`src/rtl/itv_pkg.sv`:
```
package itv_pkg;

    localparam int CNT_W = 8;

    // Output state of the wave stage
    typedef struct packed {
        logic sq;
        logic irq;
    } wave_t;

    // Next output state; stop forces idle, a match flips the wave and pulses irq
    function automatic wave_t wave_next(wave_t cur, logic run, logic hit, logic idle);
        wave_t nx;
        if (!run) begin
            nx.sq  = idle;
            nx.irq = 1'b0;
        end else begin
            nx.sq  = hit ? ~cur.sq : cur.sq;
            nx.irq = hit;
        end
        return nx;
    endfunction

endpackage

```
`src/rtl/itv_count.sv`:
```
module itv_count #(
    parameter int W = itv_pkg::CNT_W
) (
    input  logic         clk,
    input  logic         rst,
    input  logic         run,
    input  logic         tick,
    input  logic [W-1:0] limit,
    output logic         hit
);

    logic [W-1:0] count_q;

    assign hit = run && tick && (count_q == limit);

    always_ff @(posedge clk) begin
        if (rst || !run) begin
            count_q <= '0;
        end else if (tick) begin
            count_q <= hit ? '0 : count_q + 1'b1;
        end
    end

    // no strobe, no movement
    assert_hold_R2: assert property (@(posedge clk) disable iff (rst)
        (run && !tick) |=> $stable(count_q));

    // a match returns the counter to zero
    assert_clear_R3: assert property (@(posedge clk) disable iff (rst)
        hit |=> (count_q == '0));

    // a non-matching strobe advances by one (wrap included)
    assert_step_R8: assert property (@(posedge clk) disable iff (rst)
        (run && tick && !hit) |=> (count_q == W'($past(count_q) + 1'b1)));

    // stopping parks the counter at zero
    assert_park_R6: assert property (@(posedge clk) disable iff (rst)
        !run |=> (count_q == '0));

endmodule

```
`src/rtl/itv_wave.sv`:
```
module itv_wave
    import itv_pkg::*;
(
    input  logic clk,
    input  logic rst,
    input  logic run,
    input  logic hit,
    input  logic idle,
    output logic sq,
    output logic irq
);

    wave_t st_q;

    always_ff @(posedge clk) begin
        if (rst) begin
            st_q.sq  <= idle;
            st_q.irq <= 1'b0;
        end else begin
            st_q <= wave_next(st_q, run, hit, idle);
        end
    end

    assign sq  = st_q.sq;
    assign irq = st_q.irq;

    // each match flips the wave
    assert_flip_R4: assert property (@(posedge clk) disable iff (rst)
        hit |=> (sq != $past(sq)));

    // without a match the running wave keeps its level
    assert_keep_R4: assert property (@(posedge clk) disable iff (rst)
        (run && !hit) |=> $stable(sq));

    // interrupt follows matches cycle for cycle
    assert_irq_hit_R5: assert property (@(posedge clk) disable iff (rst)
        hit |=> irq);
    assert_irq_quiet_R5: assert property (@(posedge clk) disable iff (rst)
        !hit |=> !irq);

    // stopped timer shows the idle level
    assert_idle_R6: assert property (@(posedge clk) disable iff (rst)
        !run |=> (sq == $past(idle)) && !irq);

endmodule

```
`src/rtl/itv_timer.sv`:
```
module itv_timer #(
    parameter int W = itv_pkg::CNT_W
) (
    input  logic         clk,
    input  logic         rst,
    input  logic         cnt_tick,
    input  logic         run_en,
    input  logic [W-1:0] cmp_val,
    input  logic         idle_lvl,
    output logic         irq,
    output logic         sq_out
);

    logic hit;

    itv_count #(.W(W)) u_count (
        .clk   (clk),
        .rst   (rst),
        .run   (run_en),
        .tick  (cnt_tick),
        .limit (cmp_val),
        .hit   (hit)
    );

    itv_wave u_wave (
        .clk  (clk),
        .rst  (rst),
        .run  (run_en),
        .hit  (hit),
        .idle (idle_lvl),
        .sq   (sq_out),
        .irq  (irq)
    );

    // after reset, outputs rest at idle
    assert_reset_R1: assert property (@(posedge clk)
        rst |=> (sq_out == $past(idle_lvl)) && !irq);

endmodule

```
`config.mk`:
```
export PLATFORM = sky130hd
export DESIGN_NAME = itv_timer
export DESIGN_NICKNAME = d
export VERILOG_FILES = /design/src/rtl/itv_pkg.sv /design/src/rtl/itv_count.sv /design/src/rtl/itv_wave.sv /design/src/rtl/itv_timer.sv
export SDC_FILE = /design/constraint.sdc
export NUM_CORES = 1
export LEC_CHECK = 0
export ABC_AREA = 1
export BUFFER_PORTS_ARGS = -buffer_cell sky130_fd_sc_hd__buf_2
export CAP_MARGIN = 5
export CORE_UTILIZATION = 48
export DETAILED_ROUTE_END_ITERATION = 7
export HOLD_SLACK_MARGIN = 0.02
export PLACE_DENSITY_LB_ADDON = 0.25
export SYNTH_ARGS = -nofsm -noshare
export SYNTH_HDL_FRONTEND = slang
export SYNTH_SLANG_ARGS = --single-unit
```
`constraint.sdc`:
```
create_clock -name clk -period 1.8 [get_ports clk]
set_input_delay 0.36 -clock clk [delete_from_list [all_inputs] [get_ports clk]]
set_output_delay 0.36 -clock clk [all_outputs]
set_load 0.01 [all_outputs]
```
==> results of run 1 <==
placed cells by master (no fill, tap or decap), drive strengths merged:
cell,instances
a21oi,2
buf,14
clkbuf,4
dfxtp,9
edfxtp,1
ha,1
inv,20
nand2,34
nand3,4
nand4,1
nor2,17
nor3,1
nor3b,1
o21ai,4
xnor2,1
xor2,3
worst min-delay path, delay by kind of cell:
kind | cells | cell delay (ps)
AOI/OAI and AO/OA | 1 | 60
and+or+nand+nor | 1 | 40
buffers and inverters | 1 | 80
logic make-up (layout without fill, tap and decap cells):
logic type      after synthesis  in the layout
buf+inv                      21             38
flops                        10             10
fa+ha+maj                     1              1
xor+xnor                      4              4
simple gates                 58             58
compound gates                6              6
worst paths after layout:
kind,to,slack (ps),from,cells past startpoint
worst max-delay path,u_wave.sq,490,u_count.count_q[1],5
worst min-delay path,u_wave.sq,390,idle_lvl,3
worst max register to register,u_wave.sq,490,u_count.count_q[1],5
worst min register to register,u_count.count_q[6],570,u_count.count_q[6],2
stage by stage:
step | hold WS (ps) | power, mW | setup WS (ps) | std cells
2_1_floorplan | 518.4 | 0.2739 | 491.3 | 100
3_3_place_gp | 558.6 | 0.2945 | 422.4 | 128
3_5_place_dp | 555.8 | 0.2962 | 366.4 | 128
4_1_cts | 389.0 | 0.4923 | 483.9 | 132
5_1_grt | 417.0 | 0.5075 | 401.0 | 132
6_report | 387.0 | 0.4882 | 489.4 | 132
flip-flops by register name (all words and copies together), names as in the netlist:
name,flops
u_wave.sq,1
u_wave.irq,1
u_count.count_q,8
area by class of cell:
type | instances | area (um^2)
Sequential cell | 10 | 210.2
Tap cell | 15 | 18.77
Timing Repair Buffer | 14 | 70.07
Fill cell | 125 | 511.7
Multi-Input combinational cell | 69 | 379.1
Inverter | 20 | 75.07
Clock buffer | 4 | 36.28
power by group through the flow:
stage | logic, mW | registers, mW | clock network [mW]
6_report | 0.0585 | 0.233 | 0.197
5_1_grt | 0.0654 | 0.233 | 0.209
4_1_cts | 0.0591 | 0.232 | 0.201
3_5_place_dp | 0.0587 | 0.237 | 0
3_3_place_gp | 0.0572 | 0.237 | 0
2_1_floorplan | 0.0362 | 0.238 | 0
routing by layer:
metal	vias up	track usage (%)
met2	17	33.61
li1	333	-
met5	-	0
met3	4	3.409
met4	0	15.52
met1	278	24.13
==> results.yml, run 1 <==
status:
  status: "finished clean"
pwr:
  p_leak_nw: 0.3881
  p_comb_share_pct: 12.0
  ir_drop_uv: 440.0
  power.density_nw_per_um2: 618.3
  seqPwrFrac_pct: 47.7
  switching_share_pct: 22.76
  clock_power_share_pct: 40.3
  switching_power_uw: 111.1
  internal_power_uw: 377.0
logic_synthesis:
  synth_common_cells: "nand2_1 (29), inv_1 (18), nor2_1 (10)"
  yosys-top-cells-area: "dfxtp_1 (27%), nand2_1 (16%), inv_1 (10%)"
  synth_cell_types: 23
  synth_compound_area_share_pct: 5.028
  synth_seq_area_share_pct: 31.28
  syn_avg_cell_area_um2: 6.719
  synth-simple-area-share_pct: 44.32
  synthCells: 100
  synth.top_cell.area_share_pct: 26.82
  synth_edf_count: 1
  synth_xor_area_share_pct: 5.214
  yosysTopAreaCell: "dfxtp_1"
  ys_ff_latch: 10
  yosysWarnings: 0
  synth_area_um2: 671.9
  synthAdderAreaFrac_pct: 1.862
  synth.area.mux_share_pct: 0
  synth_top_family_by_area: "simple AND/OR/NAND/NOR gates"
  syn_nets: 114
  ys_async_sr_fraction_pct: 0
  synthFlopType: "dfxtp_1"
  yosysMostFrequentCell: "nand2_1"
die:
  fp.dieH_um: 39.42
  num_io_pins: 15
  rows: 13
  die_x_um: 39.42
  placeableCoreArea_um2: 1301
  initial_core_util_pct: 51.63
  die-area_um2: 1554
worst_hold_path:
  hold_path.class: "in2reg"
detailed_routing:
  drc: 0
  finalWirelength_um: 1279
  wl_per_cell_um: 9.689
  vias: 632
  ant_nets: 0
  met1_length_um: 607
  drt_iter0_drc: 14
  vias_per_cell: 4.788
  met3WireLength_um: 57
  maxUsedRoutingLayer: "met4"
  met2_length_um: 576
  firstDrtPassIters: 4
critical_path:
  crit_buf_inv: 1
  cp_max_fo: 5
  crit_chain: "inv_1 -> nand2_1 -> nor3b_2 -> nand3_4 -> nand2_4"
  critPathMaxStageDelay_ps: 370
  crit_family: "simple AND/OR/NAND/NOR gates"
  worstPathArrival_ps: 1290
  critical_path_class: "reg2reg"
  worst_setup_path_end_kind: "flip-flop"
  crit_required_ps: 1780
  cpMaxStageDelayCell: "dfxtp_1"
  startpoint_type: "flip-flop"
global_routing:
  grt_use_total_pct: 20.78
  grt_pass1_wl_um: 2028
  grt_overflow: 0
  grt_pass1_vias: 491
  antenna_found_initial: 0
  grt_max_degree: 8
final_layout:
  fin_area_um2: 789.5
  fin_nets: 132
  diodes: 0
  utilization_pct: 60.67
  drive_gt1_share_pct: 29.91
  area_growth_pct: 17.50
timing:
  worst_pin_slew_ps: 261.0
  rsz0062_at_grt: "false"
  period_needed_ps: 1311
  finalHoldViolCount: 0
  max_freq_mhz: 763.0
  period_share_pct: 72.81
  maxSlewViolCount: 0
  finalClockSkew_ps: 4.350
  slew-limit-headroom_pct: 82.52
  timing.setup.tns_ps: 0
  setup_violations: 0
clock_tree:
  cts_tree: "built"
  worstSkewPairLatency_ps: 260
  numCtsBuffers: 3
  clkTransAtPathRegs_ps: 60
  holdBufCountCts: 0
  cts.path.max_buffers: 2
  postCtsSetupRepairBufs: 0
  cts_sinks: 10
  htree_levels: 1
  cts-resized-gates: 0
  ctsRootBufferMaster: "clkbuf_4"
place:
  place_area_um2: 753.2
  portBuffers: 14
  gp_congestion: 0.7743
  dpl.hpwl_um: 1066
flow_run:
  cap_viol_max_count: 0
(Power assumes the default switching activity.)
==> run 2: changes to the inputs <==
--- a/config.mk
+++ b/config.mk
@@ -8,7 +8,7 @@
 export ABC_AREA = 1
 export BUFFER_PORTS_ARGS = -buffer_cell sky130_fd_sc_hd__buf_2
 export CAP_MARGIN = 5
-export CORE_UTILIZATION = 48
+export CORE_UTILIZATION = 46
 export DETAILED_ROUTE_END_ITERATION = 7
 export HOLD_SLACK_MARGIN = 0.02
 export PLACE_DENSITY_LB_ADDON = 0.25
==> constraint.sdc (replaced) <==
create_clock -name clk -period 1.2 [get_ports clk]
set_input_delay 0.24 -clock clk [delete_from_list [all_inputs] [get_ports clk]]
set_output_delay 0.24 -clock clk [all_outputs]
set_load 0.01 [all_outputs]
==> run 2 against run 1 <==
Final cell count increased by 6.1%. Sequential share of layout area decreased by 1.9 points. Clock skew decreased by 3.9 ps. Clock-buffer cell count unchanged. The flow now finishes with violations (negative setup slack). Register-to-register slack got worse by 500 ps. Die area increased by 4.1%.
==> results.yml, run 2 (synthesized netlist as in run 1, its figures left out) <==
status:
  status: "finished with violations"
  failed_checks: "negative setup slack"
clock_tree:
  cts_sinks: 10
  cts_tree: "built"
  cts.path.max_buffers: 2
  htree_levels: 1
  numCtsBuffers: 3
  clkTransAtPathRegs_ps: 70
  ctsRootBufferMaster: "clkbuf_4"
  postCtsSetupRepairBufs: 0
  worstSkewPairLatency_ps: 260
  holdBufCountCts: 0
detailed_routing:
  drt_iter0_drc: 10
  vias: 645
  vias_per_cell: 4.607
  maxUsedRoutingLayer: "met4"
  finalWirelength_um: 1424
  wl_per_cell_um: 10.17
  ant_nets: 0
  drc: 0
  firstDrtPassIters: 4
  met1_length_um: 659
  met2_length_um: 674
  met3WireLength_um: 75
timing:
  hold_slack_ps: 261.2
  period_needed_ps: 1206
  rsz0062_at_grt: "true"
  max_freq_mhz: 829.2
  worst_pin_slew_ps: 220.2
  finalHoldViolCount: 0
  finalClockSkew_ps: 0.4589
  slew-limit-headroom_pct: 85.27
  setup_ws_ps: -5.968
  period_share_pct: 100.5
  maxSlewViolCount: 0
  timing.setup.tns_ps: -5.968
  setup_violations: 1
final_layout:
  regArea_um2: 215.2
  final_common_cell: "nand2_1"
  largest_reg_flops: 8
  drive_gt1_share_pct: 42.40
  utilization_pct: 65.29
  top_register: "u_count.count_q"
  area_growth_pct: 29.61
  top_regs: "u_count.count_q x8, u_wave.irq x1, u_wave.sq x1"
  fin_nets: 140
  multi_input_area_um2: 395.4
  layout_common_cells: "nand2_1 (29), inv_1 (15), buf_2 (14)"
  diodes: 0
  final.fill_count: 127
critical_path:
  critical_path_class: "reg2reg"
  rr_endpoint: "u_wave.sq"
  crit_required_ps: 1190
  crit_end: "u_wave.sq"
  worstPathArrival_ps: 1190
  reg2reg_depth: 6
  startpoint_type: "flip-flop"
  crit-reg2reg-launch: "u_count.count_q[6]"
  ff2ff_setup_slack_ps: -6
  worstSetupStartpoint: "u_count.count_q[6]"
  critPathMaxStageDelay_ps: 360
  crit_chain: "inv_2 -> a21oi_2 -> nand2_2 -> nor2_4 -> nand3_4 -> nand2_4"
  cp_max_fo: 4
  cpMaxStageDelayCell: "dfxtp_2"
  worst_setup_path_end_kind: "flip-flop"
global_routing:
  grt_max_degree: 7
  grt_pass1_wl_um: 2166
  antenna_found_initial: 0
  grt_use_total_pct: 20.57
  grt_pass1_vias: 544
  grt_overflow: 0
pwr:
  ir_drop_uv: 580.1
  power.density_nw_per_um2: 873.1
  p_leak_nw: 0.4307
  p_total_uw: 760.3
place:
  gp_congestion: 0.8633
  dpl.hpwl_um: 1146
  dp_slack_ps: -51.26
  portBuffers: 14
die:
  num_io_pins: 15
  rows: 13
  die-area_um2: 1618
  placeableCoreArea_um2: 1334
  initial_core_util_pct: 50.38
  die_x_um: 40.22
  fp.dieH_um: 40.22
flow_run:
  cap_viol_max_count: 0
worst_hold_path:
  hold_path.class: "in2reg"
  worstHoldPathCells: 3
run 2: cell count changes in the layout (fill, tap and decap cells not counted):
cell / delta
buf_4: +8
dfxtp_1: -4
dfxtp_2: +4
inv_1: -3
inv_2: +3
nor2_1: -2
nor2_2: +2
nand3_1: -1
nand3_2: +1
nor3b_2: -1
nor3b_4: +1
run 2: routing by layer:
layer	vias to the layer above	track usage, %
met5	-	0
met4	0	10.00
met3	4	5.000
met2	26	32.66
met1	268	25.84
li1	347	-
run 2: worst min-delay path by stage:
stage / slack (ps) / end / startpoint
final: 260 / u_wave.sq / idle_lvl
after global routing: 290 / u_wave.sq / idle_lvl
after CTS: 260 / u_wave.sq / idle_lvl
after detailed placement: 550 / u_wave.sq / idle_lvl
after global placement: 530 / u_wave.sq / idle_lvl
after floorplan: 410 / u_count.count_q[1] / rst
run 2: cell type report:
type	instances	share of cell area (%)
Multi-Input combinational cell	69	45.40
Sequential cell	10	24.71
Clock buffer	4	4.167
Inverter	20	8.621
Timing Repair Buffer	22	14.94
Tap cell	15	2.155
run 2: where the power goes:
group | total, mW | internal (mW) | switching [mW]
logic | 0.108 | 0.0513 | 0.0564
registers | 0.348 | 0.344 | 0.00444
clock network | 0.304 | 0.184 | 0.120
total | 0.760 | 0.579 | 0.181
run 2: timing repair:
item	in CTS	in global routing
cloned	0	0
resized for setup	7	4
pin swaps	5	2
endpoints found under the setup margin	8	9
run 2: worst max-delay path, delay by kind of cell (launching register included):
| kind | cells | cell delay [ps] |
|---|---|---|
| simple gates | 4 | 390 |
| compound gates | 1 | 130 |
| flops | 1 | 360 |
| buf+inv | 1 | 40 |
run 2: metrics by stage:
step,instance area [um^2],cells
after floorplan,671.9,100
after global placement,813.3,136
after detailed placement,813.3,136
after CTS,862.1,140
after global routing,870.8,140
final,870.8,140
==> run 3: changes to the inputs <==
--- a/config.mk
+++ b/config.mk
@@ -9,6 +9,7 @@
 export BUFFER_PORTS_ARGS = -buffer_cell sky130_fd_sc_hd__buf_2
 export CAP_MARGIN = 5
 export CORE_UTILIZATION = 46
+export CTS_BUF_LIST = sky130_fd_sc_hd__clkbuf_16
 export DETAILED_ROUTE_END_ITERATION = 7
 export HOLD_SLACK_MARGIN = 0.02
 export PLACE_DENSITY_LB_ADDON = 0.25
==> run 3 against run 2 <==
The flow now finishes without violations. Clock-buffer cell count is 1 lower. Maximum frequency is 1.7% higher. Core utilization is 3.8 points higher. Via count is 0.31% lower. Final area is 5.7% higher. Highest routed layer unchanged.
==> results.yml, run 3 (synthesized netlist as in run 1, its figures left out) <==
timing:
  slew-limit-headroom_pct: 85.27
  period_needed_ps: 1186
  hold_slack_ps: 292.2
  maxSlewViolCount: 0
  finalClockSkew_ps: 2.713
  rsz0062_at_grt: "true"
  setup_ws_ps: 14.21
  period_share_pct: 98.82
  timing.setup.tns_ps: 0
  max_freq_mhz: 843.3
  worst_pin_slew_ps: 220.2
  finalHoldViolCount: 0
  setup_violations: 0
final_layout:
  top_regs: "u_count.count_q x8, u_wave.irq x1, u_wave.sq x1"
  area_growth_pct: 37.06
  regArea_um2: 219.0
  drive_gt1_share_pct: 46.40
  largest_reg_flops: 8
  fin_nets: 140
  top_register: "u_count.count_q"
  utilization_pct: 69.04
  final.fill_count: 118
  multi_input_area_um2: 399.1
  fin_cells: 140
  fin_area_um2: 920.9
  final_common_cell: "nand2_1"
  diodes: 0
  layout_common_cells: "nand2_1 (28), buf_2 (14), inv_1 (13)"
clock_tree:
  htree_levels: 1
  numCtsBuffers: 3
  cts_sinks: 10
  cts_tree: "built"
  postCtsSetupRepairBufs: 0
  clkTransAtPathRegs_ps: 40
  holdBufCountCts: 0
  ctsRootBufferMaster: "clkbuf_16"
  worstSkewPairLatency_ps: 240
  cts.path.max_buffers: 2
critical_path:
  critical_path_class: "reg2reg"
  worstPathArrival_ps: 1140
  crit_required_ps: 1150
  reg2reg_depth: 6
  startpoint_type: "flip-flop"
  ff2ff_setup_slack_ps: 10
  cp_max_fo: 4
  worst_setup_path_end_kind: "flip-flop"
  rr_endpoint: "u_wave.sq"
  crit-reg2reg-launch: "u_count.count_q[6]"
pwr:
  power.density_nw_per_um2: 1145
  p_leak_nw: 0.4532
  ir_drop_uv: 802.3
  p_total_mw: 1.055
die:
  fp.dieH_um: 40.22
  die_x_um: 40.22
  initial_core_util_pct: 50.38
  die-area_um2: 1618
  placeableCoreArea_um2: 1334
  num_io_pins: 15
  rows: 13
worst_hold_path:
  hold_path_end: "u_wave.sq"
  worstHoldPathCells: 3
  hold_path.class: "in2reg"
  worstHoldStart: "idle_lvl"
place:
  dp_cells: 136
  portBuffers: 14
  dp_slack_ps: -51.26
  place_area_um2: 813.3
  dpl.hpwl_um: 1146
  gp_congestion: 0.8633
detailed_routing:
  met3WireLength_um: 54
  vias: 643
  wl_per_cell_um: 10.36
  drt_iter0_drc: 5
  ant_nets: 0
  vias_per_cell: 4.593
  met2_length_um: 669
  maxUsedRoutingLayer: "met4"
  firstDrtPassIters: 4
  finalWirelength_um: 1450
  drc: 0
  met1_length_um: 699
flow_run:
  cap_viol_max_count: 0
global_routing:
  grt_use_total_pct: 22.30
  grt_pass1_wl_um: 2311
  grt_overflow: 0
  grt_max_degree: 7
  antenna_found_initial: 0
  grt_pass1_vias: 550
status:
  status: "finished clean"
[run 3: changes by cell type in the layout (fill, tap and decap cells not counted), sizes merged]
cell,previous run,this run
clkbuf,4,3
clkinv,0,1
[run 3: final cells by class]
class	instances	share of cell area, %
multi-input combinational	69	43.34
sequential	10	23.78
timing repair buffer	22	14.13
clock buffer	3	8.152
inverter	20	8.152
tap	15	2.038
clock inverter	1	0.4076
[run 3: layer usage]
metal	GRT usage [%]	vias to the layer above
li1	-	349
met1	28.52	276
met2	34.27	14
met3	6.667	4
met4	10.00	0
met5	0	-
[run 3: power breakdown]
part | leakage [nW] | switching (mW) | total, mW | internal, mW
registers | 0.0864 | 0.00452 | 0.350 | 0.346
clock network | 0.0385 | 0.158 | 0.596 | 0.437
logic | 0.328 | 0.0572 | 0.109 | 0.0516
total | 0.453 | 0.220 | 1.05 | 0.835
[run 3: timing repair]
| item | CTS | global route |
|---|---|---|
| pin swaps | 4 | 1 |
| resized for setup | 7 | 10 |
| endpoints found under the setup margin | 8 | 9 |
[run 3: critical path, cell delays in order (launching register included)]
cell and delay (ps):
dfxtp_2 350, inv_2 40, a21oi_2 130, nand2_2 70
nor2_4 110, nand3_4 110, nand2_4 90
[run 3: worst max-delay path by stage]
stage                            start         to  slack (ps)
finish              u_count.count_q[6]  u_wave.sq          10
CTS                 u_count.count_q[6]  u_wave.sq          -2
global placement    u_count.count_q[6]  u_wave.sq         -20
global route        u_count.count_q[6]  u_wave.sq         -40
detailed placement  u_count.count_q[6]  u_wave.sq         -50
floorplan                     cnt_tick  u_wave.sq          10
